--- src/rtl/bwalu_pkg.sv ---
package bwalu_pkg;

   typedef enum logic [3:0] {
      OP_ADD = 4'd0,
      OP_SUB = 4'd1,
      OP_CMP = 4'd2,
      OP_INC = 4'd3,
      OP_DEC = 4'd4,
      OP_NEG = 4'd5,
      OP_AND = 4'd6,
      OP_OR  = 4'd7,
      OP_XOR = 4'd8,
      OP_NOT = 4'd9
   } alu_op_e;

   // status bit positions in the flag word (decoded by the flag register)
   localparam int FL_CF = 0;
   localparam int FL_PF = 2;
   localparam int FL_AF = 4;
   localparam int FL_ZF = 6;
   localparam int FL_SF = 7;
   localparam int FL_OF = 11;

   typedef struct packed {
      logic cf;
      logic pf;
      logic af;
      logic zf;
      logic sf;
      logic of;
   } stat_t;

endpackage

--- src/rtl/bwalu_addsub.sv ---
module bwalu_addsub #(
   parameter int DATA_W = 16,
   parameter int BYTE_W = 8
) (
   input  logic [DATA_W-1:0] x_i,
   input  logic [DATA_W-1:0] y_i,
   input  logic              sub_i,
   input  logic              word_i,
   output logic [DATA_W-1:0] sum_o,
   output logic              cf_o,
   output logic              af_o,
   output logic              of_o
);
   localparam int NIB_W = BYTE_W / 2;

   if (DATA_W <= BYTE_W) begin : g_bad_width
      $error("bwalu_addsub: DATA_W must exceed BYTE_W");
   end
   if (NIB_W * 2 != BYTE_W) begin : g_bad_byte
      $error("bwalu_addsub: BYTE_W must be even");
   end

   logic [DATA_W-1:0] y_eff;
   logic [DATA_W:0]   full;
   logic              c_word, c_byte, c_nib;
   logic              c_into_wmsb, c_into_bmsb;
   logic              c_out, c_into_msb;

   assign y_eff = sub_i ? ~y_i : y_i;
   assign full  = {1'b0, x_i} + {1'b0, y_eff} + {{DATA_W{1'b0}}, sub_i};

   // carry into a bit position = x ^ y ^ sum at that position
   assign c_word      = full[DATA_W];
   assign c_byte      = x_i[BYTE_W] ^ y_eff[BYTE_W] ^ full[BYTE_W];
   assign c_nib       = x_i[NIB_W] ^ y_eff[NIB_W] ^ full[NIB_W];
   assign c_into_wmsb = x_i[DATA_W-1] ^ y_eff[DATA_W-1] ^ full[DATA_W-1];
   assign c_into_bmsb = x_i[BYTE_W-1] ^ y_eff[BYTE_W-1] ^ full[BYTE_W-1];

   assign c_out      = word_i ? c_word : c_byte;
   assign c_into_msb = word_i ? c_into_wmsb : c_into_bmsb;

   assign sum_o = full[DATA_W-1:0];
   // a subtract reports a borrow, which is the inverse of the raw carry
   assign cf_o  = c_out ^ sub_i;
   assign af_o  = c_nib ^ sub_i;
   assign of_o  = c_out ^ c_into_msb;

endmodule

--- src/rtl/bwalu_logic.sv ---
module bwalu_logic
   import bwalu_pkg::*;
#(
   parameter int DATA_W = 16
) (
   input  alu_op_e           op_i,
   input  logic [DATA_W-1:0] a_i,
   input  logic [DATA_W-1:0] b_i,
   output logic [DATA_W-1:0] y_o
);
   for (genvar i = 0; i < DATA_W; i++) begin : g_bit
      always_comb begin
         unique case (op_i)
            OP_AND:  y_o[i] = a_i[i] & b_i[i];
            OP_OR:   y_o[i] = a_i[i] | b_i[i];
            OP_XOR:  y_o[i] = a_i[i] ^ b_i[i];
            default: y_o[i] = ~a_i[i];
         endcase
      end
   end
endmodule

--- src/rtl/bwalu_flags.sv ---
module bwalu_flags
   import bwalu_pkg::*;
#(
   parameter int DATA_W = 16,
   parameter int BYTE_W = 8,
   parameter int FLAG_W = 16
) (
   input  alu_op_e           op_i,
   input  logic              word_i,
   input  logic [DATA_W-1:0] res_i,
   input  logic              cf_i,
   input  logic              af_i,
   input  logic              of_i,
   input  logic [FLAG_W-1:0] flags_i,
   output logic [FLAG_W-1:0] flags_o
);
   if (FLAG_W <= FL_OF) begin : g_bad_flag_w
      $error("bwalu_flags: FLAG_W too narrow for the status layout");
   end

   stat_t st;
   logic  zero, sign, par;

   assign zero = word_i ? (res_i == '0) : (res_i[BYTE_W-1:0] == '0);
   assign sign = word_i ? res_i[DATA_W-1] : res_i[BYTE_W-1];
   assign par  = ~^res_i[BYTE_W-1:0];

   always_comb begin
      st.cf = flags_i[FL_CF];
      st.pf = flags_i[FL_PF];
      st.af = flags_i[FL_AF];
      st.zf = flags_i[FL_ZF];
      st.sf = flags_i[FL_SF];
      st.of = flags_i[FL_OF];
      case (op_i)
         OP_ADD, OP_SUB, OP_CMP, OP_NEG: begin
            st = '{cf: cf_i, pf: par, af: af_i, zf: zero, sf: sign, of: of_i};
         end
         OP_INC, OP_DEC: begin
            st.pf = par;
            st.af = af_i;
            st.zf = zero;
            st.sf = sign;
            st.of = of_i;
         end
         OP_AND, OP_OR, OP_XOR: begin
            st = '{cf: 1'b0, pf: par, af: 1'b0, zf: zero, sf: sign, of: 1'b0};
         end
         default: ;
      endcase
   end

   always_comb begin
      flags_o        = flags_i;
      flags_o[FL_CF] = st.cf;
      flags_o[FL_PF] = st.pf;
      flags_o[FL_AF] = st.af;
      flags_o[FL_ZF] = st.zf;
      flags_o[FL_SF] = st.sf;
      flags_o[FL_OF] = st.of;
   end
endmodule

--- src/rtl/bwalu.sv ---
module bwalu
   import bwalu_pkg::*;
#(
   parameter int DATA_W = 16,
   parameter int BYTE_W = 8,
   parameter int FLAG_W = 16
) (
   input  logic [3:0]        op_i,
   input  logic              word_i,
   input  logic [DATA_W-1:0] dst_i,
   input  logic [DATA_W-1:0] src_i,
   input  logic [FLAG_W-1:0] flags_i,
   output logic [DATA_W-1:0] res_o,
   output logic              wr_o,
   output logic [FLAG_W-1:0] flags_o
);
   localparam logic [DATA_W-1:0] ONE = DATA_W'(1);

   alu_op_e           op;
   logic [DATA_W-1:0] ax, ay, asum, lres, raw;
   logic              asub, acf, aaf, aof, known;

   assign op    = alu_op_e'(op_i);
   assign known = (op_i <= 4'd9);

   // operand steering for the shared adder
   always_comb begin
      ax   = dst_i;
      ay   = src_i;
      asub = 1'b0;
      case (op)
         OP_SUB, OP_CMP: asub = 1'b1;
         OP_INC:         ay = ONE;
         OP_DEC: begin   ay = ONE;   asub = 1'b1; end
         OP_NEG: begin   ax = '0; ay = dst_i; asub = 1'b1; end
         default: ;
      endcase
   end

   bwalu_addsub #(.DATA_W(DATA_W), .BYTE_W(BYTE_W)) u_add (
      .x_i(ax), .y_i(ay), .sub_i(asub), .word_i(word_i),
      .sum_o(asum), .cf_o(acf), .af_o(aaf), .of_o(aof)
   );

   bwalu_logic #(.DATA_W(DATA_W)) u_log (
      .op_i(op), .a_i(dst_i), .b_i(src_i), .y_o(lres)
   );

   always_comb begin
      case (op)
         OP_AND, OP_OR, OP_XOR, OP_NOT: raw = lres;
         OP_ADD, OP_SUB, OP_CMP, OP_INC, OP_DEC, OP_NEG: raw = asum;
         default: raw = dst_i;
      endcase
   end

   assign res_o = word_i ? raw : {dst_i[DATA_W-1:BYTE_W], raw[BYTE_W-1:0]};
   assign wr_o  = known && (op != OP_CMP);

   bwalu_flags #(.DATA_W(DATA_W), .BYTE_W(BYTE_W), .FLAG_W(FLAG_W)) u_flg (
      .op_i(op), .word_i(word_i), .res_i(raw),
      .cf_i(acf), .af_i(aaf), .of_i(aof),
      .flags_i(flags_i), .flags_o(flags_o)
   );

   // checks across the adder, logic unit and flag merge
   always_comb begin
      if (op == OP_CMP) begin
         p_cmp_nowrite_r6: assert (!wr_o) else $error("CMP wrote back");
      end
      if (op == OP_NOT) begin
         p_not_keeps_flags_r8: assert (flags_o == flags_i) else $error("NOT changed flags");
      end
      if (op == OP_AND || op == OP_OR || op == OP_XOR) begin
         p_logic_clears_r7: assert (!flags_o[FL_CF] && !flags_o[FL_OF] && !flags_o[FL_AF])
            else $error("logic op left CF/OF/AF set");
      end
      if (op == OP_INC || op == OP_DEC) begin
         p_incdec_cf_r4: assert (flags_o[FL_CF] == flags_i[FL_CF]) else $error("INC/DEC moved CF");
      end
      if (!word_i) begin
         p_upper_keep_r9: assert (res_o[DATA_W-1:BYTE_W] == dst_i[DATA_W-1:BYTE_W])
            else $error("byte op touched upper byte");
      end
      p_ctrl_pass_r10: assert (flags_o[10:8] == flags_i[10:8]) else $error("control flags changed");
      if (!known) begin
         p_unused_code_r11: assert (!wr_o && flags_o == flags_i && res_o == dst_i)
            else $error("unused code had an effect");
      end
      if (op == OP_NEG) begin
         p_neg_cf_r5: assert (flags_o[FL_CF] == (word_i ? (dst_i != '0) : (dst_i[BYTE_W-1:0] != '0)))
            else $error("NEG carry wrong");
      end
   end

endmodule

--- config.mk ---
export PLATFORM = sky130hd
export DESIGN_NAME = bwalu
export DESIGN_NICKNAME = d
export VERILOG_FILES = /design/src/rtl/bwalu_pkg.sv /design/src/rtl/bwalu_addsub.sv /design/src/rtl/bwalu_logic.sv /design/src/rtl/bwalu_flags.sv /design/src/rtl/bwalu.sv
export SDC_FILE = /design/constraint.sdc
export NUM_CORES = 1
export LEC_CHECK = 0
export BUFFER_PORTS_ARGS = -buffer_cell sky130_fd_sc_hd__buf_4
export CAP_MARGIN = 20
export CORE_ASPECT_RATIO = 1.4
export CORE_MARGIN = 4
export CORE_UTILIZATION = 45
export DETAILED_ROUTE_END_ITERATION = 16
export MAX_ROUTING_LAYER = met4
export PLACE_DENSITY = 0.67
export SYNTH_ARGS = -nofsm -noshare
export SYNTH_HDL_FRONTEND = slang
export SYNTH_HIERARCHICAL = 1
export SYNTH_SLANG_ARGS = --single-unit
--- constraint.sdc ---
create_clock -name vclk -period 5.36
set_input_delay 0.536 -clock vclk [all_inputs]
set_output_delay 0.536 -clock vclk [all_outputs]
set_load 0.02 [all_outputs]
Yosys cells after proc, flatten, opt, wreduce, memory -nomap -nowiden --
Index checks and enable logic that the tools add are counted.
Storage, ports and cells: flip-flop bits (word level) 0, bits of input ports 53, output and inout bits 33, logic and storage cells 128
Cells by class: add/subtract/negate cells 2, magnitude comparators 1, equality and inequality tests 10, muxes and demuxes 28, bitwise operators 76, reductions and logical operators 11
Operators with widths (count):
- one-hot mux 16 bit (2 select lines) | 2
- 2-to-1 mux 16 bit | 3
- one-hot mux 1 bit (3 select lines) | 16
- bitwise XOR 1 bit | 27
- adder 16 x 16 -> 17 bit | 1
- adder 17 x 1 -> 17 bit | 1
- AND 1 bit | 16
- equality test 4 x 3 -> 1 bit (second input constant) | 4
- logical NOT 16 bit | 1
- inverter 1 bit | 16
- inverter 16 bit | 1
- OR 1 bit | 16
- OR reduction 4 bit | 3
- one-hot mux 5 bit (2 select lines) | 1
- equality test 4 x 2 -> 1 bit (second input constant) | 2
- equality test 4 bit (second input constant) | 2
- logical NOT 8 bit | 1
- XNOR reduction 8 bit | 1
- OR reduction 6 bit | 1
- 2-to-1 mux 1 bit | 5
- equality test 4 x 1 -> 1 bit (second input constant) | 1
- less-or-equal comparator 4 bit (second input constant) | 1
- logical NOT 4 bit | 1
- inequality test 4 x 2 -> 1 bit (second input constant) | 1
- 4 further kinds | 4

Longest topological paths before layout --
Gate-level depths: netlist (run 1).
depth in word-level cells 11, gate-level depth with buffers 21, depth with buffers taken out 19

By module --
Netlist (run 1), hierarchy kept.
By module, submodules not included:
- bwalu | instances 1, cells each 168, area each 1156.1 µm², sequential area each 0.0 µm²
- bwalu_logic | instances 1, cells each 144, area each 1094.8 µm², sequential area each 0.0 µm²
- bwalu_addsub | instances 1, cells each 122, area each 1001.0 µm², sequential area each 0.0 µm²
- bwalu_flags | instances 1, cells each 53, area each 359.1 µm², sequential area each 0.0 µm²

Least setup slack after synthesis (run 1) --
OpenSTA, ideal clock, no wires.
path kind in2out, start input port op_i[1], end output port flags_o[6], arrival 4142 ps, data required time 4824 ps, slack 682 ps, cell stages on the path 21, buffers on the path 4, cells stage by stage buf_6 > buf_2 > inv_1 > xnor2_1 > nor2_1 > buf_6 > buf_2 > xor2_1 > ha_1 > nor2b_4 > o31ai_4 > a21oi_2 > o41ai_4 > o21ai_0 > xor2_1 > o21ai_0 > o311ai_0 > a21o_1 > nor4_1 > a21boi_0 > o22ai_1
Between the ends: elaborated cells on any way between the ends 43
RTL lines:
- start: declaration | line bwalu.sv:8 | input logic [3:0] op_i,
- equality test 4 x 2 -> 1 bit (tied with other cells) | line bwalu.sv:31 | case (op)
- OR reduction 4 bit (no source line) (*)
- 2-to-1 mux 1 bit (*) | line bwalu.sv:31
- net asub | line bwalu.sv:21 | logic asub, acf, aaf, aof, known;
- 2-to-1 mux 16 bit | line bwalu_addsub.sv:29 | assign y_eff = sub_i ? ~y_i : y_i;
- adder 16 x 16 -> 17 bit | line bwalu_addsub.sv:30 | assign full = {1'b0, x_i} + {1'b0, y_eff} + {{DATA_W{1'b0}}, sub_i};
- adder 17 x 1 -> 17 bit (*) | line bwalu_addsub.sv:30
- net asum[14] | line bwalu.sv:20 | logic [DATA_W-1:0] ax, ay, asum, lres, raw;
- one-hot mux 16 bit (2 select lines) (*) | line bwalu.sv:50 | case (op)
- net raw[14] | line bwalu.sv:20
- logical NOT 16 bit (*) | line bwalu_flags.sv:24 | assign zero = word_i ? (res_i == '0) : (res_i[BYTE_W-1:0] == '0);
- 2-to-1 mux 1 bit (*) | line bwalu_flags.sv:24
- one-hot mux 5 bit (2 select lines) (*) | line bwalu_flags.sv:35 | case (op_i)
- end: declaration | line bwalu.sv:15 | output logic [FLAG_W-1:0] flags_o
Mark *: on every way through the listed nets, which the timed path passes. The rest lies on a longest branch.

Worst setup path after layout (run 1) --
start input port op_i[1], end output port flags_o[6]
Between the ends: longest elaborated chain between the ends 11, elaborated cells on any way between the ends 43
RTL lines (line):
- equality test 4 x 2 -> 1 bit or equality test 4 x 3 -> 1 bit (tied branches) | bwalu.sv:31
- OR reduction 2 bit (no source line)
- one-hot mux 16 bit (2 select lines) (*) | bwalu.sv:31
- net ay[2] | bwalu.sv:20
- inverter 16 bit | bwalu_addsub.sv:29
- 2-to-1 mux 16 bit (*) | bwalu_addsub.sv:29
- adder 16 x 16 -> 17 bit (*) | bwalu_addsub.sv:30
- adder 17 x 1 -> 17 bit (*) | bwalu_addsub.sv:30
- net asum[14] | bwalu.sv:20
- one-hot mux 16 bit (2 select lines) (*) | bwalu.sv:50
- net raw[14] | bwalu.sv:20
- logical NOT 16 bit (*) | bwalu_flags.sv:24
- 2-to-1 mux 1 bit (*) | bwalu_flags.sv:24
- one-hot mux 5 bit (2 select lines) (*) | bwalu_flags.sv:35
Marks and branches as above.

==> results.py, run 1 <==
metrics = {
    "floorplanning": {
        "ios": 86,
        "initial_core_util_pct": 46.3,
        "fp.dieH_um": 114,
        "core_um2": 7800,
        "rows": 38,
        "fp.dieW_um": 83.7,
        "dieArea_um2": 9540,
    },
    "final_layout": {
        "antenna_cells": 0,
        "multi_input_area_um2": 3100,
        "drive_gt1_share_pct": 23.3,
        "fin_cells": 615,
        "stdcell_area_um2": 4000,
        "fill_cells": 770,
        "fin_nets": 623,
        "seq_cell_count": 0,
        "regArea_um2": 0,
        "areaGrowthSynthToFinish_pct": 10.7,
        "clock_buffers": 0,
    },
    "power": {
        "pwr-share-seq_pct": 0,
        "sw_frac_of_total_pct": 55.7,
        "p_sw_uw": 356,
        "power.internal_uw": 283,
        "clkPwrFrac_pct": 0,
        "worst_ir_drop_vdd_uv": 88.2,
        "leakage_uw": 0.00204,
        "powerDensity_nw_per_um2": 160,
        "p_comb_share_pct": 100.0,
    },
    "place": {
        "hpwlAfterDp_um": 8200,
        "post_dp_cell_area_um2": 3990,
        "portBuffers": 66,
        "pre_cts_slack_ns": 0.265,
        "place_congestion": 0.914,
        "post-place-cells": 615,
    },
    "drt": {
        "wl_um": 10100,
        "wl_per_cell_um": 16.5,
        "drtPass1Iterations": 5,
        "drc": 0,
        "vias_per_cell": 5.87,
        "drt_iter0_markers": 239,
        "ant_nets": 0,
        "vias": 3612,
    },
    "worst_setup_path": {
        "worst-path-max-fanout": 28,
        "slowest_stage": "o41ai_4",
        "critical_path_arrival_ns": 4.46,
        "crit_end": "flags_o[6]",
        "crit_start": "op_i[1]",
        "cp_cell_sequence": "buf_4, nor2_4, and3_1, buf_4, a22o_1, xor2_1, ha_1, nor2b_4, o31ai_4, a21oi_2, o41ai_4, o21ai_0, xor2_1, o21ai_0, o311ai_0, a21o_1, nor4_1, a21boi_0, o22ai_1, buf_4",
        "cp-end-kind": "output pin",
        "crit_top_cell": "buf_4",
        "setup.worst_path.class": "in -> out",
        "required_ns": 4.82,
        "critical_path.startpoint_type": "input pin",
        "max_stage_delay_ns": 0.38,
    },
    "sta": {
        "timing.final.crit_share_pct": 93.2,
        "finalHoldViolCount": 0,
        "rsz0062_at_grt": "false",
        "max_freq_ghz": 0.200,
        "fin_ws_ns": 0.365,
        "max-slew-margin-rel_pct": 51.7,
        "drv_slew": 0,
        "tightestPinTransition_ns": 0.715,
        "min_period_ns": 5.00,
        "setup_viol_count_final": 0,
        "tns_ns": 0,
    },
    "global_route": {
        "grt_pass1_vias": 3367,
        "met1_usage_pct": 27.6,
        "grt.total_usage_pct": 20.7,
        "grt_max_degree": 29,
        "grt.busiest_layer": "met2",
        "grt_pass1_wl_um": 16500,
        "grt_use_met3_pct": 1.23,
        "grt-ovfl-total": 0,
        "use_met2_pct": 36.3,
        "antenna_found_initial": 0,
    },
    "synthesis": {
        "synth_area_um2": 3610,
        "synth_fp_nets": 593,
        "synth.largest_area_cell": "ha_1",
        "ys_top_cells_by_area": "ha_1 (18%), a22o_1 (9.5%), xor2_1 (6.3%)",
        "syn_inst": 487,
        "syn_area_per_cell_um2": 7.41,
        "ys_types": 62,
        "yosysSeqAreaShare_pct": 0,
        "yosysTopAreaCellShare_pct": 18.0,
        "yosysWarningCount": 6,
    },
    "status": {
        "outcome": "completed",
    },
    "job": {
        "max_cap_violations": 0,
    },
    "clock_tree": {
        "cts_setup_buffers": 0,
    },
    "hold_path": {
        "hp-class": "in -> out",
    },
}
## layout make-up
class	instances	share of cell area [%]
Inverter	55	5.16
Tap cell	100	3.13
Timing Repair Buffer	75	14.1
Multi-Input combinational cell	385	77.6
## cell families after synthesis
logic type,Yosys count,synth area share [%]
muxes,4,1.21
and+or+nand+nor,131,21.4
AOI/OAI and AO/OA,160,35.4
xor gates and xnor gates,37,8.97
buffers and inverters,102,14.4
adders and majority gates,53,18.6
## cells in the mapped netlist (4+ instances only)
library cell and n:
inv_1 55, ha_1 52, a22o_1 39, nor2b_1 34, xor2_1 26, nand2_1 23
o22ai_1 22, buf_4 19, o21ai_0 19, nor2_1 17, a21oi_1 16, or2_2 15
a22oi_1 13, a21o_1 12, buf_2 11, xnor2_1 11, a22oi_2 10, clkbuf_1 9
nand3b_1 9, nand3_1 8, buf_6 7, nand2b_1 5, o311ai_0 4, o311ai_1 4
## critical path: cells and delay by family
family	cells	cell delay [ns]
adders and majority gates	1	0.36
AOI/OAI and AO/OA	10	1.94
and+or+nand+nor	4	0.64
buffers and inverters	3	0.67
xor gates and xnor gates	2	0.30
## how the worst min path moves through the flow
stage	start	end	slack (ns)	depth (start not counted)
5_1_grt	flags_i[12]	flags_o[12]	1.07	0
6_report	flags_i[13]	flags_o[13]	1.07	0
2_1_floorplan	flags_i[10]	flags_o[10]	1.18	1
4_1_cts	flags_i[10]	flags_o[10]	1.07	0
3_5_place_dp	flags_i[10]	flags_o[10]	1.07	0
3_3_place_gp	flags_i[10]	flags_o[10]	1.07	0
## what timing repair did
item,4_1_cts,5_1_grt
hold buffers,0,0
setup endpoints to repair,0,1
resized for setup,0,3
## layout by cell type, fill, tap and decap left out, types with 2 or more instances in the layout
| cell | instances |
|---|---|
| nor2_1 | 16 |
| nor2b_1 | 34 |
| buf_4 | 75 |
| xnor2_1 | 11 |
| a21oi_1 | 16 |
| and4_1 | 2 |
| o211ai_1 | 3 |
| a22oi_1 | 13 |
| nand2b_1 | 4 |
| o311ai_0 | 4 |
| a21o_1 | 12 |
| nand2_1 | 23 |
| ha_1 | 51 |
| a21boi_0 | 3 |
| o22ai_1 | 22 |
| o311ai_1 | 4 |
| nand3b_1 | 9 |
| nor2_4 | 2 |
| mux2i_1 | 3 |
| xor2_1 | 26 |
| a22o_1 | 39 |
| or2_2 | 15 |
| a22oi_2 | 10 |
| nor4_1 | 2 |
| inv_1 | 55 |
| o31ai_4 | 2 |
| nand3_1 | 8 |
| o21ai_0 | 19 |
## routing by layer
metal  routed length, µm  up-vias
li1                    -     1781
met4                  23        0
met2                5000      119
met1                4620     1708
met5                   0        -
met3                 493        4
## per-stage QoR
| stage | util [%] | hold slack (ns) | total power, µW |
|---|---|---|---|
| floorplan | - | 1.18 | 480 |
| global placement | 51.1 | 1.07 | 627 |
| detailed placement | 51.1 | 1.07 | 633 |
| CTS | 51.1 | 1.07 | 636 |
| global route | 51.3 | 1.07 | 700 |
| finish | 51.3 | 1.07 | 640 |
## power groups by stage
stage / Sequential (µW) / Combinational [µW] / Clock [µW]
global route: 0 / 700 / 0
CTS: 0 / 636 / 0
finish: 0 / 640 / 0
detailed placement: 0 / 633 / 0
floorplan: 0 / 480 / 0
global placement: 0 / 627 / 0
No activity file was read; power rests on OpenSTA's default activity.
==> run 2: changes to the inputs <==
Settings changed: CORE_MARGIN 4 to 8.
==> results.py, run 2 (synthesized netlist as in run 1, its figures left out) <==
metrics = {
    "final_layout": {
        "utilization_pct": 51.8,
        "areaGrowthSynthToFinish_pct": 11.2,
        "fill_cells": 791,
        "seq_cell_count": 0,
        "drive_gt1_share_pct": 23.4,
        "regArea_um2": 0,
        "mostFrequentLayoutCell": "buf_4",
        "layout_common_cells": "buf_4 (77), inv_1 (55), ha_1 (52)",
        "antenna_cells": 0,
        "clock_buffers": 0,
        "fin_nets": 626,
    },
    "clock_tree": {
        "cts_setup_buffers": 0,
        "cts_resized": 0,
        "ctsHoldBuffers": 0,
    },
    "worst_setup_path": {
        "crit_top_cell": "buf_4",
        "cp_cell_sequence": "buf_4, nor2_4, and3_1, buf_4, a22o_1, xor2_1, ha_1, nor2b_4, o31ai_4, a21oi_2, o41ai_4, o21ai_0, xor2_1, o21ai_0, o311ai_0, a21o_1, nor4_1, a21boi_1, o22ai_1, buf_4",
        "critical_path_arrival_ns": 4.55,
        "setup.worst_path.class": "in -> out",
        "slowest_stage": "o41ai_4",
        "cp-end-kind": "output pin",
        "worst-path-max-fanout": 23,
        "max_stage_delay_ns": 0.39,
        "critical_path.startpoint_type": "input pin",
        "required_ns": 4.82,
    },
    "global_route": {
        "grt-ovfl-total": 0,
        "grt_pass1_wl_um": 17600,
        "grt_pass1_vias": 3605,
        "antenna_found_initial": 0,
        "grt.total_usage_pct": 18.9,
        "grt_max_degree": 39,
    },
    "drt": {
        "drt_iter0_markers": 200,
        "vias_per_cell": 5.85,
        "drtPass1Iterations": 4,
        "drc": 0,
        "vias": 3618,
        "wl_um": 10800,
        "ant_nets": 0,
        "wl_per_cell_um": 17.4,
    },
    "floorplanning": {
        "dieArea_um2": 11200,
        "fp.dieW_um": 91.7,
        "core_um2": 7750,
        "fp.dieH_um": 122,
        "rows": 38,
        "initial_core_util_pct": 46.6,
        "ios": 86,
    },
    "hold_path": {
        "hp-class": "in -> out",
        "min_path_cells": 0,
    },
    "job": {
        "max_cap_violations": 0,
    },
    "power": {
        "total_power_uw": 641,
        "powerDensity_nw_per_um2": 160,
        "leakage_uw": 0.00205,
        "worst_ir_drop_vdd_uv": 110,
    },
    "sta": {
        "min_period_ns": 5.09,
        "timing.final.crit_share_pct": 95.0,
        "tightestPinTransition_ns": 0.641,
        "finalHoldViolCount": 0,
        "hold_slack_ns": 1.07,
        "rsz0062_at_grt": "false",
        "setup_viol_count_final": 0,
        "drv_slew": 0,
        "max_freq_ghz": 0.196,
        "max-slew-margin-rel_pct": 57.2,
        "tns_ns": 0,
    },
    "place": {
        "place_congestion": 0.943,
        "portBuffers": 66,
        "hpwlAfterDp_um": 8440,
    },
    "status": {
        "outcome": "completed",
    },
}
## run 2: power by group
part	switching, µW	internal (µW)	total [µW]
sequential	0	0	0
clock	0	0	0
combinational	356	285	641
total	356	285	641
## run 2: routing by layer
metal	routed length, µm	GRT usage [%]	part of all wire [%]
met4	262	5.76	2.4
met3	559	1.29	5.2
met2	5610	34.8	52
met1	4320	21.1	40
met5	0	-	0
## run 2: critical path: cells and delay by family
kind	cells	cell delay (ns)
AO/OA/AOI/OAI	10	1.93
XOR/XNOR	2	0.34
buffers and inverters	3	0.58
adder cells (fa/ha/maj)	1	0.30
AND/OR/NAND/NOR	4	0.85
## run 2: cell type report
| type | instances | area, µm² | share of cell area, % |
|---|---|---|---|
| multi-input cells | 385 | 3090 | 77.1 |
| repair buffers | 78 | 589 | 14.7 |
| inverters | 55 | 206 | 5.14 |
| well taps | 100 | 125 | 3.12 |
## run 2: path summary, 6_finish.rpt
check,start,to,slack [ns]
max,op_i[3],flags_o[6],0.27
min,flags_i[12],flags_o[12],1.07
## run 2: per-stage QoR
step	cells	worst slack (ns)	area [µm²]
2_1_floorplan	487	0.682	3610
3_3_place_gp	618	0.461	4010
3_5_place_dp	618	0.322	4010
4_1_cts	618	0.311	4010
5_1_grt	618	0.0173	4010
6_report	618	0.270	4010
==> run 3: changes to the inputs <==
Settings changed: ABC_CLOCK_PERIOD_IN_PS set to 5360, CORE_UTILIZATION 45 to 46, PLACE_DENSITY 0.67 to 0.68, SYNTH_HIERARCHICAL 1 to unset.
==> results.py, run 3 <==
metrics = {
    "worst_setup_path": {
        "crit_top_cell": "buf_4",
        "cp_cell_sequence": "buf_4, inv_1, buf_4, o21ai_1, buf_12, a221oi_1, ha_1, a21o_1, or2_1, o21a_1, a221o_1, a41oi_1, a21oi_1, buf_4, or4_1, o311ai_1, buf_4",
        "max_stage_delay_ns": 0.40,
        "cp-end-kind": "output pin",
        "required_ns": 4.82,
        "critical_path.startpoint_type": "input pin",
        "critical_path_arrival_ns": 4.49,
        "worst-path-max-fanout": 25,
        "slowest_stage": "or4_1",
        "setup.worst_path.class": "in -> out",
    },
    "drt": {
        "vias_per_cell": 6.31,
        "vias": 4289,
        "wl_um": 13300,
        "ant_nets": 0,
        "drtPass1Iterations": 7,
        "drt_iter0_markers": 185,
        "drc": 0,
        "wl_per_cell_um": 19.6,
    },
    "floorplanning": {
        "core_um2": 7610,
        "rows": 38,
        "fp.dieH_um": 120,
        "ios": 86,
        "dieArea_um2": 10800,
        "fp.dieW_um": 90.2,
        "initial_core_util_pct": 46.6,
    },
    "place": {
        "hpwlAfterDp_um": 10500,
        "place_congestion": 1.01,
        "portBuffers": 66,
    },
    "final_layout": {
        "utilization_pct": 54.2,
        "mostFrequentLayoutCell": "buf_4",
        "areaGrowthSynthToFinish_pct": 16.4,
        "fin_nets": 687,
        "drive_gt1_share_pct": 18.1,
        "clock_buffers": 0,
        "antenna_cells": 0,
        "seq_cell_count": 0,
        "fill_cells": 817,
        "layout_common_cells": "buf_4 (90), nor2_1 (75), ha_1 (51)",
        "regArea_um2": 0,
    },
    "status": {
        "outcome": "completed",
    },
    "sta": {
        "drv_slew": 0,
        "min_period_ns": 5.02,
        "setup_viol_count_final": 0,
        "tightestPinTransition_ns": 0.867,
        "tns_ns": 0,
        "max-slew-margin-rel_pct": 42.0,
        "timing.final.crit_share_pct": 93.7,
        "hold_slack_ns": 1.07,
        "finalHoldViolCount": 0,
        "rsz0062_at_grt": "false",
        "max_freq_ghz": 0.199,
    },
    "synthesis": {
        "yosysMostFrequentCell": "nor2_1",
        "ys_top_cells_by_area": "ha_1 (18%), nor2_1 (7.9%), a21oi_1 (6.2%)",
        "synth_fp_nets": 642,
        "yosysWarningCount": 0,
        "syn_area_per_cell_um2": 6.60,
        "synth.largest_area_cell": "ha_1",
        "syn_inst": 537,
        "yosysTopAreaCellShare_pct": 18.0,
        "synth_area_um2": 3540,
        "synth_common_cells": "nor2_1 (75), ha_1 (51), inv_1 (46), a21oi_1 (44), nand2_1 (29)",
        "ys_types": 67,
        "yosysSeqAreaShare_pct": 0,
    },
    "global_route": {
        "grt_max_degree": 52,
        "grt.total_usage_pct": 24.5,
        "antenna_found_initial": 0,
        "grt-ovfl-total": 0,
        "grt_pass1_vias": 4322,
        "grt_pass1_wl_um": 21700,
    },
    "hold_path": {
        "hp-class": "in -> out",
    },
    "power": {
        "powerDensity_nw_per_um2": 141,
        "worst_ir_drop_vdd_uv": 78.7,
        "leakage_uw": 0.00192,
    },
    "clock_tree": {
        "ctsHoldBuffers": 0,
    },
    "job": {
        "max_cap_violations": 0,
    },
}
run 3: cells by family after synthesis:
group                    after synthesis  synth area share [%]
adder cells (fa/ha/maj)               61                  21.1
AND/OR/NAND/NOR                      158                  21.1
XOR/XNOR                              13                  3.21
AO/OA/AOI/OAI                        197                  39.2
buffers and inverters                 96                  12.0
multiplexers                          12                  3.39
run 3: layer usage:
layer,up-vias,wire [µm],GRT usage [%]
li1,2067,-,-
met1,1998,5150,26.0
met2,175,6710,43.9
met3,49,653,1.94
met4,0,810,14.2
met5,-,0,-
run 3: cell type report:
class / instances / area (µm²) / area share [%]
Multi-Input combinational cell: 441 / 3120 / 75.7
Inverter: 48 / 180 / 4.37
Tap cell: 100 / 125 / 3.03
Timing Repair Buffer: 91 / 696 / 16.9
run 3: repair_timing:
action	in CTS	in global routing
endpoints found under the setup margin	0	1
setup buffers	0	0
resized for setup	0	2
run 3: through the flow:
| step | total power [µW] | cells | worst slack, ns | instance area (µm²) |
|---|---|---|---|---|
| 6_report | 580 | 680 | 0.336 | 4130 |
| 4_1_cts | 578 | 680 | 0.306 | 4120 |
| 5_1_grt | 636 | 680 | 0.0219 | 4130 |
| 3_3_place_gp | 569 | 680 | 0.366 | 4120 |
| 2_1_floorplan | 393 | 537 | 0.261 | 3540 |
| 3_5_place_dp | 575 | 680 | 0.325 | 4120 |
run 3: path summary, 6_finish.rpt:
| check | from | to | slack [ns] | depth (start not counted) |
|---|---|---|---|---|
| worst max-delay path | op_i[1] | flags_o[0] | 0.34 | 17 |
| worst min-delay path | flags_i[14] | flags_o[14] | 1.07 | 0 |
run 3: report_power, final:
group          leakage [µW]  internal, µW  switching (µW)
Sequential                0             0               0
Clock                     0             0               0
Combinational       0.00192           246             335
Total               0.00192           246             335
run 3: worst max-delay path: cells and delay by family:
family | cells | cell delay, ns
AO/OA/AOI/OAI | 8 | 1.65
adder cells (fa/ha/maj) | 1 | 0.33
buffers and inverters | 6 | 1.29
AND/OR/NAND/NOR | 2 | 0.65
